**config.mk**
```make
export PLATFORM = sky130hd
export DESIGN_NAME = bidir_word_fifo
export DESIGN_NICKNAME = d
export VERILOG_FILES = /design/src/rtl/bwf_pkg.sv /design/src/rtl/bwf_mode_ctrl.sv /design/src/rtl/bwf_ptr_ctrl.sv /design/src/rtl/bwf_store.sv /design/src/rtl/bwf_flags.sv /design/src/rtl/bidir_word_fifo.sv
export SDC_FILE = /design/constraint.sdc
export NUM_CORES = 2
export LEC_CHECK = 0
export ABC_AREA = 1
export BUFFER_PORTS_ARGS = -buffer_cell sky130_fd_sc_hd__clkbuf_2
export CAP_MARGIN = 20
export CELL_PAD_IN_SITES_DETAIL_PLACEMENT = 0
export CELL_PAD_IN_SITES_GLOBAL_PLACEMENT = 1
export CORE_MARGIN = 8
export CORE_UTILIZATION = 49
export DETAILED_ROUTE_END_ITERATION = 10
export GPL_ROUTABILITY_DRIVEN = 0
export PLACE_DENSITY = 0.9
export SYNTH_ARGS = -nofsm -noshare
export SYNTH_HDL_FRONTEND = slang
export SYNTH_SLANG_ARGS = --single-unit
```
**constraint.sdc**
```tcl
create_clock -name clk -period 5.1 [get_ports clk]
set_input_delay 1.02 -clock clk [delete_from_list [all_inputs] [get_ports clk]]
set_output_delay 1.02 -clock clk [all_outputs]
set_load 0.01 [all_outputs]
```
**src/rtl/bwf_pkg.sv**
```systemverilog
package bwf_pkg;

    typedef enum logic [1:0] {
        MODE_IDLE = 2'b00,
        MODE_TX   = 2'b01,
        MODE_RX   = 2'b10
    } fifo_mode_e;

    typedef struct packed {
        logic full;
        logic empty;
        logic half;
        logic avail;
        logic underrun;
        logic overrun;
    } fifo_flags_t;

    typedef struct packed {
        logic push;
        logic pop;
        logic underrun_evt;
        logic overrun_evt;
    } fifo_ops_t;

    function automatic fifo_mode_e decode_mode(input logic tx, input logic rx);
        if (tx && !rx) return MODE_TX;
        if (rx && !tx) return MODE_RX;
        return MODE_IDLE;
    endfunction

endpackage

```
**src/rtl/bwf_mode_ctrl.sv**
```systemverilog
module bwf_mode_ctrl
    import bwf_pkg::*;
(
    input  logic       clk,
    input  logic       rst,
    input  logic       tx_act,
    input  logic       rx_act,
    output fifo_mode_e mode,
    output logic       flush
);

    fifo_mode_e mode_q;

    assign mode = decode_mode(tx_act, rx_act);

    // Idle empties the buffer; a direct hop between directions also does.
    assign flush = (mode == MODE_IDLE) ||
                   ((mode_q != MODE_IDLE) && (mode != mode_q));

    always_ff @(posedge clk) begin
        if (rst) mode_q <= MODE_IDLE;
        else     mode_q <= mode;
    end

endmodule

```
**src/rtl/bwf_ptr_ctrl.sv**
```systemverilog
module bwf_ptr_ctrl
    import bwf_pkg::*;
#(
    parameter int DEPTH = 32,
    localparam int PTR_W = $clog2(DEPTH),
    localparam int CNT_W = PTR_W + 1
) (
    input  logic             clk,
    input  logic             rst,
    input  fifo_mode_e       mode,
    input  logic             flush,
    input  logic             push_req,
    input  logic             pop_req,
    output fifo_ops_t        ops,
    output logic [PTR_W-1:0] wptr,
    output logic [PTR_W-1:0] rptr,
    output logic [PTR_W-1:0] rptr_nxt,
    output logic [CNT_W-1:0] count
);

    logic is_empty, is_full;

    assign is_empty = (count == '0);
    assign is_full  = (count == CNT_W'(DEPTH));

    always_comb begin
        ops.push         = !flush && push_req && !is_full;
        ops.pop          = !flush && pop_req  && !is_empty;
        ops.underrun_evt = !flush && (mode == MODE_TX) && pop_req  && is_empty;
        ops.overrun_evt  = !flush && (mode == MODE_RX) && push_req && is_full;
    end

    always_comb begin
        if (flush)        rptr_nxt = '0;
        else if (ops.pop) rptr_nxt = rptr + PTR_W'(1);
        else              rptr_nxt = rptr;
    end

    always_ff @(posedge clk) begin
        if (rst || flush) begin
            wptr  <= '0;
            rptr  <= '0;
            count <= '0;
        end else begin
            rptr <= rptr_nxt;
            if (ops.push) wptr <= wptr + PTR_W'(1);
            case ({ops.push, ops.pop})
                2'b10:   count <= count + CNT_W'(1);
                2'b01:   count <= count - CNT_W'(1);
                default: count <= count;
            endcase
        end
    end

endmodule

```
**src/rtl/bwf_store.sv**
```systemverilog
module bwf_store #(
    parameter int DATA_W = 32,
    parameter int DEPTH  = 32,
    localparam int PTR_W = $clog2(DEPTH)
) (
    input  logic              clk,
    input  logic              rst,
    input  logic              wr_en,
    input  logic [PTR_W-1:0]  wr_ptr,
    input  logic [DATA_W-1:0] wr_data,
    input  logic [PTR_W-1:0]  rd_ptr,
    input  logic [PTR_W-1:0]  rd_ptr_nxt,
    output logic [DATA_W-1:0] rd_data,
    output logic [DATA_W-1:0] head_q
);

    logic [DATA_W-1:0] mem [DEPTH];

    always_ff @(posedge clk) begin
        if (wr_en) mem[wr_ptr] <= wr_data;
    end

    assign rd_data = mem[rd_ptr];

    // Head register follows the next read pointer; a word landing on that
    // slot in the same edge is passed straight through.
    always_ff @(posedge clk) begin
        if (rst)                                head_q <= '0;
        else if (wr_en && wr_ptr == rd_ptr_nxt) head_q <= wr_data;
        else                                    head_q <= mem[rd_ptr_nxt];
    end

endmodule

```
**src/rtl/bwf_flags.sv**
```systemverilog
module bwf_flags
    import bwf_pkg::*;
#(
    parameter int DEPTH     = 32,
    parameter int HALF_MARK = 8,
    localparam int CNT_W    = $clog2(DEPTH) + 1
) (
    input  logic             clk,
    input  logic             rst,
    input  fifo_mode_e       mode,
    input  logic [CNT_W-1:0] count,
    input  logic             underrun_evt,
    input  logic             overrun_evt,
    input  logic             err_clr,
    output fifo_flags_t      flags
);

    logic             und_q, ovr_q, en;
    logic [CNT_W-1:0] free_slots;

    always_ff @(posedge clk) begin
        if (rst) begin
            und_q <= 1'b0;
            ovr_q <= 1'b0;
        end else begin
            if (underrun_evt) und_q <= 1'b1;
            else if (err_clr) und_q <= 1'b0;
            if (overrun_evt)  ovr_q <= 1'b1;
            else if (err_clr) ovr_q <= 1'b0;
        end
    end

    assign en         = (mode != MODE_IDLE);
    assign free_slots = CNT_W'(DEPTH) - count;

    always_comb begin
        flags.full     = en && (count == CNT_W'(DEPTH));
        flags.empty    = en && (count == '0);
        flags.avail    = en && (count != '0);
        flags.underrun = en && und_q;
        flags.overrun  = en && ovr_q;
        case (mode)
            MODE_TX: flags.half = (free_slots >= CNT_W'(HALF_MARK));
            MODE_RX: flags.half = (count >= CNT_W'(HALF_MARK));
            default: flags.half = 1'b0;
        endcase
    end

endmodule

```
**src/rtl/bidir_word_fifo.sv**
```systemverilog
module bidir_word_fifo
    import bwf_pkg::*;
#(
    parameter int DATA_W    = 32,
    parameter int DEPTH     = 32,
    parameter int HADDR_W   = 8,
    parameter int WIN_BASE  = 32,
    parameter int HALF_MARK = 8
) (
    input  logic               clk,
    input  logic               rst,
    input  logic               eng_tx_mode,
    input  logic               eng_rx_mode,
    input  logic               host_wr,
    input  logic               host_rd,
    input  logic [HADDR_W-1:0] host_addr,
    input  logic [DATA_W-1:0]  host_wdata,
    output logic [DATA_W-1:0]  host_rdata,
    input  logic               err_clr,
    input  logic               eng_pop,
    output logic [DATA_W-1:0]  eng_txdata,
    input  logic               eng_push,
    input  logic [DATA_W-1:0]  eng_rxdata,
    output logic               flag_full,
    output logic               flag_empty,
    output logic               flag_half,
    output logic               flag_avail,
    output logic               flag_underrun,
    output logic               flag_overrun
);

    localparam int PTR_W = $clog2(DEPTH);
    localparam int CNT_W = PTR_W + 1;

    fifo_mode_e        mode;
    logic              flush, win_hit, push_req, pop_req;
    fifo_ops_t         ops;
    fifo_flags_t       flags;
    logic [PTR_W-1:0]  wptr, rptr, rptr_nxt;
    logic [CNT_W-1:0]  count;
    logic [DATA_W-1:0] wr_data, rd_data;

    // Every word address inside the window reaches the same port.
    assign win_hit = ((host_addr >> PTR_W) == (HADDR_W'(WIN_BASE) >> PTR_W));

    always_comb begin
        case (mode)
            MODE_TX: begin
                push_req = host_wr && win_hit;
                pop_req  = eng_pop;
                wr_data  = host_wdata;
            end
            MODE_RX: begin
                push_req = eng_push;
                pop_req  = host_rd && win_hit;
                wr_data  = eng_rxdata;
            end
            default: begin
                push_req = 1'b0;
                pop_req  = 1'b0;
                wr_data  = '0;
            end
        endcase
    end

    bwf_mode_ctrl u_mode (
        .clk    (clk),
        .rst    (rst),
        .tx_act (eng_tx_mode),
        .rx_act (eng_rx_mode),
        .mode   (mode),
        .flush  (flush)
    );

    bwf_ptr_ctrl #(.DEPTH(DEPTH)) u_ptr (
        .clk      (clk),
        .rst      (rst),
        .mode     (mode),
        .flush    (flush),
        .push_req (push_req),
        .pop_req  (pop_req),
        .ops      (ops),
        .wptr     (wptr),
        .rptr     (rptr),
        .rptr_nxt (rptr_nxt),
        .count    (count)
    );

    bwf_store #(.DATA_W(DATA_W), .DEPTH(DEPTH)) u_store (
        .clk        (clk),
        .rst        (rst),
        .wr_en      (ops.push),
        .wr_ptr     (wptr),
        .wr_data    (wr_data),
        .rd_ptr     (rptr),
        .rd_ptr_nxt (rptr_nxt),
        .rd_data    (rd_data),
        .head_q     (eng_txdata)
    );

    bwf_flags #(.DEPTH(DEPTH), .HALF_MARK(HALF_MARK)) u_flags (
        .clk          (clk),
        .rst          (rst),
        .mode         (mode),
        .count        (count),
        .underrun_evt (ops.underrun_evt),
        .overrun_evt  (ops.overrun_evt),
        .err_clr      (err_clr),
        .flags        (flags)
    );

    assign host_rdata    = (mode == MODE_RX) ? rd_data : '0;
    assign flag_full     = flags.full;
    assign flag_empty    = flags.empty;
    assign flag_half     = flags.half;
    assign flag_avail    = flags.avail;
    assign flag_underrun = flags.underrun;
    assign flag_overrun  = flags.overrun;

endmodule

```
==> results.toml <==
[sta]
skew_ns = 0.0279
period_share_pct = 94.8
tightest_slew_ns = 1.24
setup_viol_count_final = 0
hold_viol = 0
slew_headroom_pct = 17.2
rsz0062_at_grt = "no"
max_freq_mhz = 207
fin_crit_ns = 4.84
setup_tns_ns = 0
slew_violations = 0

[setup_path]
reg2reg_slack_ns = 1.02
reg2reg_from = "u_ptr.rptr[2]"
worstRegToRegCells = 13
cp_data_required_time_ns = 4.08
worstSetupPathType = "register to primary output"
path_max_fanout = 34
r2r-end = "u_store.head_q[5]"
endpoint_kind = "primary output"
crit_arrival_ns = 3.82
crit_path_start_kind = "register"

[run]
cap_violations = 0

[floorplanning]
num_rows = 124
die-area_um2 = 126000
coreArea_um2 = 114000
initial_utilization_pct = 49.3
die_w_um = 355
fp.dieH_um = 355
io_pins = 151

[power_and_ir_drop]
clkPwrFrac_pct = 45.1
power.total_mw = 18.7
power_leakage_nw = 24.9
p_comb_share_pct = 2.8
power.switching_mw = 3.87
p_int_mw = 14.8
p_seq_share_pct = 52.0
power_density_nw_per_um2 = 296
swShare_pct = 20.8
peakVddDrop_v = 0.000283

[drt]
via_per_inst = 6.21
drcViolationCount = 0
drtIter0Drc = 8326
num_vias = 49500
first_pass_iters = 6
finalWirelength_mm = 204
ant_nets = 0
wl_per_cell_um = 25.6

[cts]
clock_tree.root_cell = "clkbuf_16"
cts_resized = 0
clockBufferDepth = 3
cts_tree = "yes"
numCtsBuffers = 113
htree_levels = 3
holdBufCountCts = 0
numClockSinks = 1076
cts_setup_buffers = 0
clk_latency_ns = 0.71
cts.clk_slew.worst_paths_ns = 0.06

[cells_and_area]
synthToLayoutAreaGrowth_pct = 12.1
post-route-util_pct = 55.2
nFillCells = 9872
drive_gt1_share_pct = 9.73
nets = 6440

[outcome]
status = "finished clean"

[min_path]
whs_path_depth = 2
min_to = "u_flags.und_q"
hold_class = "register to register"
hold_start = "u_flags.und_q"

[yosys]
yosysSeqAreaShare_pct = 56.6
ys_ff_latch = 1076
ys.flop_type = "edfxtp_1"
synth_area_leaders = "edfxtp_1 55%, nand3_1 12%, nand2_1 7.9%"
avgSynthCellArea_um2 = 8.79
synth_top_cell_by_area = "edfxtp_1"
netlist.area_leader.share_pct = 54.8
synth_edf_count = 1024
synthDistinctLibCells = 42
syn_area_um2 = 56200
syn-num-nets = 6480
yosysWarnings = 0
async_flop_share_pct = 0
synthCells = 6389

[global_routing]
grt_pass1_wl_mm = 297
track_usage_pct = 31.1
grt_remaining_overflow = 0
grt_max_degree = 197
grt_pass1_vias = 46300
antenna_found_initial = 4

[placement]
dp_hpwl_mm = 108
port_buffers = 145
## routing by layer
layer	global-route usage, %	vias to the layer above	part of all wire [%]
met4	16.3	0	6.0
li1	-	22000	-
met1	41.6	23100	37
met2	47.5	3635	44
met5	0	-	0
met3	6.80	742	13
## logic make-up after synthesis
| group | share of synthesized area, % |
|---|---|
| AOI/OAI and AO/OA | 12.1 |
| and+or+nand+nor | 21.8 |
| adders and majority gates | 0.223 |
| buffers and inverters | 9.12 |
| xor gates and xnor gates | 0.172 |
| DFF | 56.6 |
## power by group through the flow
stage / Clock, mW / Combinational (mW) / Sequential (mW)
CTS: 8.44 / 0.514 / 9.71
finish: 8.43 / 0.528 / 9.71
floorplan: 0 / 0.244 / 9.91
global route: 8.79 / 0.559 / 9.71
detailed placement: 0 / 0.513 / 9.90
global placement: 0 / 0.497 / 9.90
## synthesized netlist by cell type, types with 6 or more instances
cell / instances
buf_2: 265
nand2_1: 1177
clkbuf_1: 187
nand3_1: 1353
dfxtp_1: 52
o21ai_0: 566
o21ai_1: 28
a2111oi_0: 8
inv_2: 7
a21oi_1: 539
xor2_1: 6
o22ai_1: 64
nand3b_1: 34
edfxtp_1: 1024
a211oi_1: 16
a31oi_1: 11
buf_4: 8
inv_1: 745
buf_1: 51
ha_1: 10
nor2_1: 154
nor3_1: 10
a32o_1: 39
## flip-flops by register name (all words and copies together), names as in the netlist
name	count
u_ptr.count	6
u_flags.und_q	1
u_store.head_q	32
u_store.mem	1024
u_flags.ovr_q	1
u_ptr.wptr	5
u_ptr.rptr	5
u_mode.mode_q	2
## metrics by stage
stage | cells | worst slack [ns] | instance area, um2 | hold slack [ns]
floorplan | 6389 | 0.369 | 56200 | 0.461
global placement | 7739 | 0.529 | 59100 | 0.492
detailed placement | 7744 | 0.543 | 59200 | 0.498
CTS | 7955 | 0.415 | 62900 | 0.509
global route | 7957 | 0.283 | 63000 | 0.523
finish | 7960 | 0.263 | 63000 | 0.509
## layout by cell type (no fill, tap or decap), types with 3 or more instances in the layout
cell type     n
a311oi_1      3
clkbuf_1     27
nor3_1        7
dfxtp_4       3
a2111oi_0     8
dfxtp_1      48
clkbuf_16   119
nand3_4       4
inv_1       736
nand3b_1     34
xor2_1        6
bufinv_16    11
diode_2       3
clkinv_2     27
nor2_1      124
o21ai_1      28
a21oi_1     507
buf_4       158
a32o_1       39
buf_8         5
nor3_2        3
buf_12       47
inv_2         9
a211oi_1     16
o21ai_0     566
nor2_4       31
xnor2_1       5
clkbuf_8     12
nand2_1    1177
nand3_1    1351
clkbuf_2    145
ha_1          8
o22ai_1      64
nand4_1       4
edfxtp_1   1024
a31oi_1      11
clkinv_1     20
a21oi_2      33
## worst max path at each step
stage               cells past startpoint  slack, ns          start                 end
floorplan                               8       0.37    eng_tx_mode  u_store.mem[31][0]
global placement                       17       0.53    eng_rx_mode   u_store.head_q[5]
detailed placement                     17       0.54    eng_rx_mode   u_store.head_q[5]
CTS                                     8       0.42  u_ptr.rptr[2]      host_rdata[27]
global route                            9       0.28  u_ptr.rptr[1]      host_rdata[27]
finish                                  8       0.26  u_ptr.rptr[2]      host_rdata[27]
## final cells by class
class	instances	area, um2	share of cell area, %
Clock inverter	53	523	0.831
Sequential cell	1076	31800	50.5
Tap cell	1512	1890	3.00
Multi-Input combinational cell	4047	19700	31.3
Timing Repair Buffer	357	2970	4.71
Antenna cell	3	7.51	0.0119
Clock buffer	158	3240	5.15
Inverter	754	2850	4.53
## worst max-delay path, stage by stage (launching register included)
cell and delay (ns):
dfxtp_4 0.88, nor2_2 0.11, inv_2 0.41, buf_12 0.28, a21oi_1 0.08, a2111oi_0 0.75, a211oi_1 0.18, buf_4 0.24
clkbuf_2 0.13
Power figures use the tool's default switching activity.
